[config.mk]
export PLATFORM = sky130hd
export DESIGN_NAME = ovs_packet_detector
export DESIGN_NICKNAME = d
export VERILOG_FILES = /design/src/rtl/ovs_pkt_pkg.sv /design/src/rtl/ovs_thresh.sv /design/src/rtl/ovs_tap_shreg.sv /design/src/rtl/ovs_frame_check.sv /design/src/rtl/ovs_holdoff.sv /design/src/rtl/ovs_packet_detector.sv
export SDC_FILE = /design/constraint.sdc
export NUM_CORES = 1
export LEC_CHECK = 0
export BUFFER_PORTS_ARGS = -buffer_cell sky130_fd_sc_hd__buf_2
export CORE_AREA = 8 8 143 92
export CTS_CLUSTER_SIZE = 30
export DETAILED_ROUTE_END_ITERATION = 6
export DIE_AREA = 0 0 151 100
export PLACE_DENSITY = 0.83
export SKIP_LAST_GASP = 1
export SLEW_MARGIN = 20
export SYNTH_ARGS = -nofsm -noshare
export SYNTH_HDL_FRONTEND = slang
export SYNTH_SLANG_ARGS = --single-unit
[constraint.sdc]
create_clock -name clk_i -period 13.2 [get_ports clk_i]
set_clock_uncertainty 0.05 [all_clocks]
set_input_delay 0.66 -clock clk_i [delete_from_list [all_inputs] [get_ports clk_i]]
set_output_delay 0.66 -clock clk_i [all_outputs]
set_load 0.01 [all_outputs]
[src/rtl/ovs_pkt_pkg.sv]
package ovs_pkt_pkg;
  localparam int PKT_W = 24;
  localparam int PRE_W = 4;
  localparam int CHK_W = 4;
  localparam int PAY_W = PKT_W - PRE_W - CHK_W;
  localparam int NIBS  = (PKT_W - CHK_W) / CHK_W;

  typedef logic [PKT_W-1:0] pkt_t;

  function automatic logic [CHK_W-1:0] nib_sum(input pkt_t p);
    logic [CHK_W-1:0] acc;
    acc = '0;
    for (int i = 1; i <= NIBS; i++) acc = acc + p[i*CHK_W +: CHK_W];
    return acc;
  endfunction
endpackage

[src/rtl/ovs_thresh.sv]
module ovs_thresh #(
  parameter int SAMPLE_W = 16
) (
  input  logic [SAMPLE_W-1:0] sample_i,
  input  logic [SAMPLE_W-1:0] thr_i,
  output logic                hit_o
);
  assign hit_o = $signed(sample_i) > $signed(thr_i);
endmodule

[src/rtl/ovs_tap_shreg.sv]
module ovs_tap_shreg #(
  parameter int OSR  = 8,
  parameter int TAPS = 24
) (
  input  logic            clk_i,
  input  logic            rst_ni,
  input  logic            bit_i,
  output logic [TAPS-1:0] cand_o
);
  localparam int LEN = (TAPS - 1) * OSR + 1;

  logic [LEN-1:0] shreg_q;

  always_ff @(posedge clk_i or negedge rst_ni) begin
    if (!rst_ni) shreg_q <= '0;
    else         shreg_q <= {shreg_q[LEN-2:0], bit_i};
  end

  for (genvar k = 0; k < TAPS; k++) begin : g_tap
    assign cand_o[k] = shreg_q[k*OSR];
  end
endmodule

[src/rtl/ovs_frame_check.sv]
module ovs_frame_check
  import ovs_pkt_pkg::*;
(
  input  pkt_t             cand_i,
  output logic             match_o,
  output logic [PAY_W-1:0] payload_o
);
  logic pre_ok, chk_ok;

  assign pre_ok    = &cand_i[PKT_W-1 -: PRE_W];
  assign chk_ok    = cand_i[CHK_W-1:0] == nib_sum(cand_i);
  assign match_o   = pre_ok && chk_ok;
  assign payload_o = cand_i[PKT_W-PRE_W-1:CHK_W];
endmodule

[src/rtl/ovs_holdoff.sv]
module ovs_holdoff #(
  parameter int HOLDOFF = 32
) (
  input  logic clk_i,
  input  logic rst_ni,
  input  logic match_i,
  output logic det_o
);
  localparam int CNT_W = $clog2(HOLDOFF + 1);

  logic [CNT_W-1:0] cnt_q;

  assign det_o = match_i && (cnt_q == '0);

  always_ff @(posedge clk_i or negedge rst_ni) begin
    if (!rst_ni)          cnt_q <= '0;
    else if (det_o)       cnt_q <= CNT_W'(HOLDOFF);
    else if (cnt_q != '0) cnt_q <= cnt_q - 1'b1;
  end
endmodule

[src/rtl/ovs_packet_detector.sv]
module ovs_packet_detector
  import ovs_pkt_pkg::*;
#(
  parameter int SAMPLE_W = 16,
  parameter int OSR      = 8,
  parameter int HOLDOFF  = 32
) (
  input  logic                clk_i,
  input  logic                rst_ni,
  input  logic [SAMPLE_W-1:0] sample_i,
  input  logic [SAMPLE_W-1:0] thr_i,
  output logic                valid_o,
  output logic [PAY_W-1:0]    payload_o
);
  localparam int GAP_W = $clog2(HOLDOFF + 1);

  logic             hit;
  pkt_t             cand;
  logic             match, det;
  logic [PAY_W-1:0] pay;
  logic             valid_q;
  logic [PAY_W-1:0] payload_q;

  ovs_thresh #(.SAMPLE_W(SAMPLE_W)) u_thresh (
    .sample_i(sample_i), .thr_i(thr_i), .hit_o(hit)
  );

  ovs_tap_shreg #(.OSR(OSR), .TAPS(PKT_W)) u_shreg (
    .clk_i(clk_i), .rst_ni(rst_ni), .bit_i(hit), .cand_o(cand)
  );

  ovs_frame_check u_check (
    .cand_i(cand), .match_o(match), .payload_o(pay)
  );

  ovs_holdoff #(.HOLDOFF(HOLDOFF)) u_hold (
    .clk_i(clk_i), .rst_ni(rst_ni), .match_i(match), .det_o(det)
  );

  always_ff @(posedge clk_i or negedge rst_ni) begin
    if (!rst_ni) begin
      valid_q   <= 1'b0;
      payload_q <= '0;
    end else begin
      valid_q <= det;
      if (det) payload_q <= pay;
    end
  end

  assign valid_o   = valid_q;
  assign payload_o = payload_q;

  // clocks since last pulse, saturating; support for the spacing check
  logic [GAP_W-1:0] gap_q;
  logic             seen_q;
  always_ff @(posedge clk_i or negedge rst_ni) begin
    if (!rst_ni) begin
      gap_q  <= '0;
      seen_q <= 1'b0;
    end else if (valid_q) begin
      gap_q  <= '0;
      seen_q <= 1'b1;
    end else if (gap_q != GAP_W'(HOLDOFF)) begin
      gap_q  <= gap_q + 1'b1;
    end
  end

  AST_THRESH_BIT: assert property (@(posedge clk_i) disable iff (!rst_ni)
    ($signed(sample_i) > $signed(thr_i)) |=> cand[0]);
  AST_PREAMBLE_SEEN: assert property (@(posedge clk_i) disable iff (!rst_ni)
    valid_o |-> ($past(cand[PKT_W-1 -: PRE_W]) == '1));
  AST_HOLDOFF_GAP: assert property (@(posedge clk_i) disable iff (!rst_ni)
    (valid_o && seen_q) |-> (gap_q >= GAP_W'(HOLDOFF)));
  AST_SINGLE_PULSE: assert property (@(posedge clk_i) disable iff (!rst_ni)
    valid_o |=> !valid_o);
  AST_PAYLOAD_HOLD: assert property (@(posedge clk_i) disable iff (!rst_ni)
    !valid_o |-> $stable(payload_o));
endmodule

## Word-level counts from Yosys, hierarchy flattened

Index checks and enable logic that the tools add are counted.

| operators by class | value |
|---|---|
| add/sub/neg operators | 5 |
| $mul | 0 |
| div/mod/pow operators | 0 |
| order comparisons | 1 |
| eq/ne operators | 1 |
| shifts and indexed selects | 0 |
| muxes and demuxes | 2 |
| bitwise gates (word level) | 0 |
| reduce and logical (&&, ||, !) cells | 6 |

Operator list:

| cell | number |
|---|---|
| adder 4 bit | 4 |
| greater-than comparator 16 bit | 1 |
| 2-to-1 mux 6 bit | 2 |
| zero test 6 bit | 1 |
| nonzero test 6 bit | 1 |
| subtractor 6 x 1 -> 6 bit (second input constant) | 1 |
| == test 4 bit | 1 |
| AND reduction 4 bit | 1 |
| logical AND 1 bit | 2 |
| nonzero test 2 bit | 1 |

| word-level totals | value |
|---|---|
| bits in registers | 208 |
| bits in latches | 0 |
| bits in writable memories | 0 |
| bits in read-only memories | 0 |
| input bits | 34 |
| output and inout bits | 17 |
| logic and storage cells | 19 |
| memories kept | 0 |

## Logic depth before layout (Yosys ltp)

Gate-level depths: netlist of run 1.

| depth | value |
|---|---|
| depth after elaboration | 8 |
| gate-level depth with buffers | 14 |

## Hierarchy

From an unflattened synthesis of run 1, not the netlist that was laid out.

| second synthesis, totals | value |
|---|---|
| cell total of the unflattened synthesis | 381 |
| area total of the unflattened synthesis | 6,702.7 sq um |

Modules (own cells, without submodules):

| module | times used | cells each | area each (sq um) | sequential area each (sq um) |
|---|---|---|---|---|
| ovs_tap_shreg | 1 | 209 | 4,809.6 | 4,629.4 |
| ovs_packet_detector | 1 | 35 | 674.4 | 425.4 |
| ovs_frame_check | 1 | 47 | 473.0 | 0.0 |
| ovs_thresh | 1 | 58 | 416.6 | 0.0 |
| ovs_holdoff | 1 | 32 | 329.1 | 150.1 |

## Worst setup path after synthesis of run 1

No wires, ideal clock.

| timing path | value |
|---|---|
| kind | register to register |
| from | register u_shreg.shreg_q[40] |
| to | register payload_q[10] (netlist: payload_o[10]) |
| arrival time | 3.953 ns |
| data required time | 13.025 ns |
| setup slack | 9.072 ns |
| stages on the path, launching flop included | 15 |
| buffers on the path | 1 |
| period minus slack after synthesis | 4.128 ns |
| cells stage by stage | dfrtp_1 -> fa_1 -> fa_1 -> inv_1 -> fa_1 -> inv_1 -> ha_1 -> inv_1 -> fa_1 -> xnor2_1 -> nor4_1 -> nand3b_2 -> o21ai_4 -> buf_12 -> mux2_4 |

| between the ends | value |
|---|---|
| longest elaborated chain between the ends | 7 |

RTL lines:

| element | RTL line | RTL |
|---|---|---|
| start, declared | ovs_tap_shreg.sv:12 | `logic [LEN-1:0] shreg_q;` |
| start signal, assigned | ovs_tap_shreg.sv:16 | `else shreg_q <= {shreg_q[LEN-2:0], bit_i};` |
| adder 4 bit (4 in a row) | ovs_pkt_pkg.sv:13 | `for (int i = 1; i <= NIBS; i++) acc = acc + p[i*CHK_W +: CHK_W];` |
| == test 4 bit | ovs_frame_check.sv:11 | `assign chk_ok = cand_i[CHK_W-1:0] == nib_sum(cand_i);` |
| logical AND 1 bit | ovs_frame_check.sv:12 | `assign match_o = pre_ok && chk_ok;` |
| logical AND 1 bit | ovs_holdoff.sv:13 | `assign det_o = match_i && (cnt_q == '0);` |
| end signal, assigned | ovs_packet_detector.sv:46 | `if (det) payload_q <= pay;` |
| end, declared | ovs_packet_detector.sv:22 | `logic [PAY_W-1:0] payload_q;` |

No other way between the ends.
A chain may end at the register's enable or synchronous reset.

## Final worst setup path of run 1

| timing path | value |
|---|---|
| from | register u_shreg.shreg_q[40] |
| to | register payload_q[4] (netlist: payload_o[4]) |

The elaborated chain is that of the path after synthesis.

==> metrics.yaml, run 1 <==
syn_to_final_growth_pct: 15.6
synth_top_cell_area_share_pct: 81.2
postCtsResizedCells: 0
startpoint: "u_shreg.shreg_q[40]$_DFF_PN0_"
grt_use_total_pct: 15.1
grt_setup_unrepaired: "no"
drt-initial-drc-count: 132
syn_nets: 404
layout.cells.non_filler: 565
slowest_stage: "o21ai_4"
drive_gt1_share_pct: 24.0
r2r_end: "payload_o[4]$_DFFE_PN0P_"
synth_cells: 342
cts_tree: "built"
synth_top_cell_by_area: "dfrtp_1"
clock_latency_ns: 0.47
diodes: 0
hold_path.class: "primary input to async pin"
critical_path.endpoint_type: "flip-flop"
port-buffer-count: 50
slew_headroom_pct: 43.2
clockBufferDepth: 3
core_area_sq_mm: 0.0110
htreeDepth: 1
die_h_microns: 100
viasPerCell: 5.01
crit_family: "adder cells"
worstMarginPinSlew_ns: 0.852
wirelength_microns: 10800
maxCapViolCount: 0
worst-path-buf-inv: 3
cts_sinks: 208
rows: 30
cp_data_arrival_time_ns: 5.03
gp_congestion: 0.756
ys_types: 36
outcome: "finished clean"
antenna_found_initial: 0
setup_viol: 0
synth.top_cells.by_count: "dfrtp_1, inv_1, ha_1"
worstSetupEndpoint: "payload_o[4]$_DFFE_PN0P_"
max_freq_ghz: 0.211
cts_hold_buf: 0
synthArstFlopShare_pct: 100
required_ns: 13.49
first_pass_iters: 4
tns_ns: 0
grt_pass1_vias: 3033
syn_area_per_cell_sq_um: 18.7
synth.most_common_cell: "dfrtp_1"
seq_area_frac_synth_pct: 81.2
post-route-period-util_pct: 35.9
dp_hpwl_microns: 6710
vias: 2829
cts.reportedPaths.clkPinSlew_ns: 0.08
antenna_left: 0
grt_pass1_wl_microns: 17000
root_buffer: "clkbuf_16"
cts_setup_buffers: 0
cpPeakStageDelay_ns: 0.60
start_util_pct: 58.5
io_pins: 51
dp_cells: 536
path_max_fanout: 16
critPathKind: "flip-flop to flip-flop"
reg2reg_depth: 13
numCtsBuffers: 17
peakVddDrop_uv: 127
path_cells: "fa_1 > fa_1 > inv_1 > fa_1 > inv_1 > ha_1 > inv_1 > fa_1 > xnor2_1 > nor4_1 > nand3b_2 > o21ai_4 > mux2_2"
synth_edf_count: 0
fp.dieW_microns: 151
cp.depth: 13
final_nets: 473
timing.rr.start: "u_shreg.shreg_q[40]$_DFF_PN0_"
power_leakage_uw: 0.00389
ys_ff_latch: 208
setup.worst_path.start_class: "flip-flop"
yosys_warnings: 0
dieArea_sq_mm: 0.0151
r2r_slack_ns: 8.46
power.density_mw_per_mm2: 165
overflow: 0
synth.area.top_cells: "dfrtp_1, ha_1, fa_1"
drc: 0
synth-main-ff-cell: "dfrtp_1"
crit_top_cell: "fa_1"
hold_violations: 0
layout_min_cycle_time_ns: 4.74
avgRoutedWirePerCell_microns: 19.1
grt_max_degree: 116
slew_violations: 0
synth_area_sq_mm: 0.00641
through the flow:
step / hold WS, ns / area [sq um] / util (%) / setup slack [ns] / power (uW)
after floorplan: 0.281 / 6410 / - / 9.07 / 696
after global placement: 0.281 / 6830 / 62.4 / 8.71 / 719
after detailed placement: 0.285 / 6830 / 62.4 / 8.59 / 724
after CTS: 0.279 / 7400 / 67.5 / 8.46 / 1240
after global routing: 0.303 / 7410 / 67.6 / 8.26 / 1270
final: 0.240 / 7410 / 67.6 / 8.46 / 1220
worst register-to-register path: cells and delay by family, from the launching register on:
kind            cells  cell delay, ns
xor+xnor            1            0.16
mux                 1            0.43
buf+inv             3            0.18
flops               1            0.43
compound gates      1            0.60
simple gates        2            0.57
fa+ha+maj           5            2.21
layer usage:
layer	vias up	share of wire (%)	GRT usage, %
li1	1250	-	-
met1	1504	48	22.1
met3	19	4.2	4.00
met2	56	46	22.5
met5	-	0	0
met4	0	1.4	2.73
placed cells by master, fill, tap and decap left out, types with 3 or more instances in the layout:
master / instances
nor2_1: 5
nand4_1: 3
fa_1: 8
buf_2: 49
a21o_1: 3
ha_1: 20
a21oi_1: 4
mux2_2: 7
dfrtp_1: 208
nand2_1: 7
mux2_4: 10
clkbuf_8: 5
inv_1: 27
clkbuf_16: 17
xnor2_1: 8
clkbuf_1: 3
sequential cells by signal, indices dropped and copies added (netlist names):
name / cells
payload_o: 16
valid_o: 1
u_shreg.shreg_q: 185
u_hold.cnt_q: 6
final cells by class:
cell class | count | area (sq um)
flip-flops and latches | 208 | 5200
fillers | 711 | 3550
clock buffers | 24 | 492
clock inverters | 5 | 77.6
repair buffers | 51 | 270
well taps | 144 | 180
inverters | 27 | 101
multi-input cells | 106 | 1080
power by group:
part           internal, uW  switching (uW)
clock network           299             211
logic                  14.4            25.0
registers               661            11.9
how the worst min path moves through the flow:
| stage | endpoint | startpoint | cells past startpoint |
|---|---|---|---|
| 4_1_cts | payload_o[6]$_DFFE_PN0P_ | rst_ni | 1 |
| 5_1_grt | u_shreg.shreg_q[67]$_DFF_PN0_ | u_shreg.shreg_q[66]$_DFF_PN0_ | 0 |
| 2_1_floorplan | u_shreg.shreg_q[100]$_DFF_PN0_ | u_shreg.shreg_q[99]$_DFF_PN0_ | 0 |
| 3_5_place_dp | u_shreg.shreg_q[133]$_DFF_PN0_ | u_shreg.shreg_q[132]$_DFF_PN0_ | 0 |
| 6_report | payload_o[6]$_DFFE_PN0P_ | rst_ni | 1 |
| 3_3_place_gp | u_shreg.shreg_q[93]$_DFF_PN0_ | u_shreg.shreg_q[92]$_DFF_PN0_ | 0 |
kinds of logic after synthesis:
group                      Yosys count  synth area share [%]
AOI/OAI and AO/OA                   20                  2.30
xor gates and xnor gates            11                  1.78
adders and majority gates           28                  6.40
and+or+nand+nor                     29                  2.66
DFF                                208                  81.2
buffers and inverters               28                  1.89
muxes                               18                  3.73
Note: power is estimated with default switching activity, not from simulation.
==> run 2: changes to the inputs <==
--- a/config.mk
+++ b/config.mk
@@ -6,11 +6,11 @@
 export NUM_CORES = 1
 export LEC_CHECK = 0
 export BUFFER_PORTS_ARGS = -buffer_cell sky130_fd_sc_hd__buf_2
-export CORE_AREA = 8 8 143 92
+export CORE_AREA = 8 8 153 97
 export CTS_CLUSTER_SIZE = 30
 export DETAILED_ROUTE_END_ITERATION = 6
-export DIE_AREA = 0 0 151 100
-export PLACE_DENSITY = 0.83
+export DIE_AREA = 0 0 161 105
+export PLACE_DENSITY = 0.78
 export SKIP_LAST_GASP = 1
 export SLEW_MARGIN = 20
 export SYNTH_ARGS = -nofsm -noshare
==> constraint.sdc (replaced) <==
create_clock -name clk_i -period 4.1 [get_ports clk_i]
set_clock_uncertainty 0.05 [all_clocks]
set_input_delay 0.205 -clock clk_i [delete_from_list [all_inputs] [get_ports clk_i]]
set_output_delay 0.205 -clock clk_i [all_outputs]
set_load 0.01 [all_outputs]
==> metrics.yaml, run 2 (synthesized netlist as in run 1, its figures left out) <==
outcome: "finished, violations left"
violations: "negative setup slack"
maxCapViolCount: 0
critical_path.endpoint_type: "flip-flop"
gp_congestion: 0.774
antenna_left: 0
final_common_cell: "dfrtp_1"
critPathKind: "flip-flop to flip-flop"
grtUsageMet2_pct: 17.7
vias: 2843
setup.worst_path.start_class: "flip-flop"
syn_to_final_growth_pct: 19.0
crit_top_cell: "fa_1"
use_met3_pct: 3.80
clockBufferDepth: 3
die_h_microns: 105
worst-path-buf-inv: 4
fp.dieW_microns: 161
pre_cts_ws_ns: -0.109
io_pins: 51
grt_pass1_vias: 3054
top_register: "u_shreg.shreg_q"
path_cells: "fa_1 > fa_1 > inv_1 > fa_1 > inv_1 > ha_2 > inv_2 > fa_2 > xnor2_2 > nor4_4 > nand3b_4 > o21ai_4 > clkbuf_16 > mux2_4"
root_buffer: "clkbuf_16"
rows: 32
fin_area_sq_mm: 0.00762
start_util_pct: 51.0
grt_max_degree: 147
dieArea_sq_mm: 0.0169
utilization_pct: 60.6
core_area_sq_mm: 0.0126
setup_ws_ns: -0.104
clock_latency_ns: 0.48
grt-busiest-layer: "met1"
slew_violations: 0
drt-initial-drc-count: 158
cp.depth: 14
slew_headroom_pct: 60.9
hold_violations: 0
viasPerCell: 4.71
drive_gt1_share_pct: 27.0
path_max_fanout: 5
htreeDepth: 1
cp_data_arrival_time_ns: 4.51
crit_family: "adder cells"
grt_pass1_wl_microns: 16400
dp_hpwl_microns: 6610
reg2reg_depth: 14
worstSetupEndpoint: "payload_o[8]$_DFFE_PN0P_"
diodes: 0
power_leakage_uw: 0.00397
numCtsBuffers: 17
r2r_end: "payload_o[8]$_DFFE_PN0P_"
place_area_sq_mm: 0.00696
setup_viol: 16
layout_min_cycle_time_ns: 4.20
cts.reportedPaths.clkPinSlew_ns: 0.07
largest_reg_flops: 185
cts_tree: "built"
r2r_slack_ns: -0.10
overflow: 0
cpPeakStageDelay_ns: 0.59
post-route-period-util_pct: 103
worstMarginPinSlew_ns: 0.583
use_met1_pct: 18.1
timing.rr.start: "u_shreg.shreg_q[104]$_DFF_PN0_"
port-buffer-count: 50
wirelength_microns: 10600
hold_path.class: "primary input to flip-flop"
whs_ns: 0.0805
slowest_stage: "fa_2"
first_pass_iters: 4
cts_sinks: 208
layout_common_cells: "dfrtp_1, buf_2, inv_1, ha_1, clkbuf_16"
final_nets: 486
peakVddDrop_uv: 275
drc: 0
grt_use_total_pct: 12.3
grt_setup_unrepaired: "yes"
avgRoutedWirePerCell_microns: 17.5
worstHoldStart: "sample_i[15]"
power.density_mw_per_mm2: 506
startpoint: "u_shreg.shreg_q[104]$_DFF_PN0_"
max_freq_ghz: 0.238
antenna_found_initial: 2
required_ns: 4.40
run 2: cell count changes in the layout (fill, tap and decap cells not counted), sizes merged:
cell         change
buf             +12
bufinv           -1
dlygate4sd3      +1
inv              +1
run 2: through the flow:
stage / cells / total power [uW] / TNS [ns]
2_1_floorplan: 342 / 2240 / 0
3_3_place_gp: 570 / 2330 / 0
3_5_place_dp: 570 / 2340 / -1.61
4_1_cts: 601 / 3900 / -1.51
5_1_grt: 604 / 4010 / -2.98
6_report: 604 / 3860 / -1.19
run 2: layer usage:
| layer | part of all wire (%) | vias up |
|---|---|---|
| li1 | - | 1273 |
| met1 | 48 | 1490 |
| met2 | 44 | 59 |
| met3 | 5.8 | 21 |
| met4 | 1.6 | 0 |
| met5 | 0 | - |
run 2: worst min path at each step:
stage | slack, ns | end | depth (start not counted)
after floorplan | -0.14 | payload_o[0]$_DFFE_PN0P_ | 0
after global placement | 0.28 | u_shreg.shreg_q[60]$_DFF_PN0_ | 0
after detailed placement | 0.28 | u_shreg.shreg_q[131]$_DFF_PN0_ | 0
after CTS | 0.07 | u_shreg.shreg_q[0]$_DFF_PN0_ | 3
after global routing | 0.09 | u_shreg.shreg_q[0]$_DFF_PN0_ | 3
final | 0.08 | u_shreg.shreg_q[0]$_DFF_PN0_ | 3
run 2: report_power, final:
group	switching, uW	internal (uW)	total (uW)	leakage [uW]
combinational	93.9	64.9	159	0.000959
sequential	32.2	2130	2160	0.00276
clock	671	870	1540	0.000256
run 2: tightest hold or removal path, delay by kind of cell:
family	cells	cell delay, ns
AO/OA/AOI/OAI	1	0.11
adder cells (fa/ha/maj)	1	0.16
buffers and inverters	1	0.08
run 2: area by class of cell:
| type | instances | area [sq um] |
|---|---|---|
| sequential | 208 | 5200 |
| multi-input combinational | 106 | 1140 |
| tap | 170 | 213 |
| clock buffer | 24 | 472 |
| inverter | 27 | 101 |
| fill | 916 | 4950 |
| timing repair buffer | 64 | 434 |
| clock inverter | 5 | 56.3 |
run 2: repair_timing:
item	CTS	global route
cloned	0	1
buffers inserted	1	1
resized for setup	6	7
hold buffers	1	0
endpoints found under the setup margin	18	20
pin swaps	1	9
hold endpoints to repair	145	0
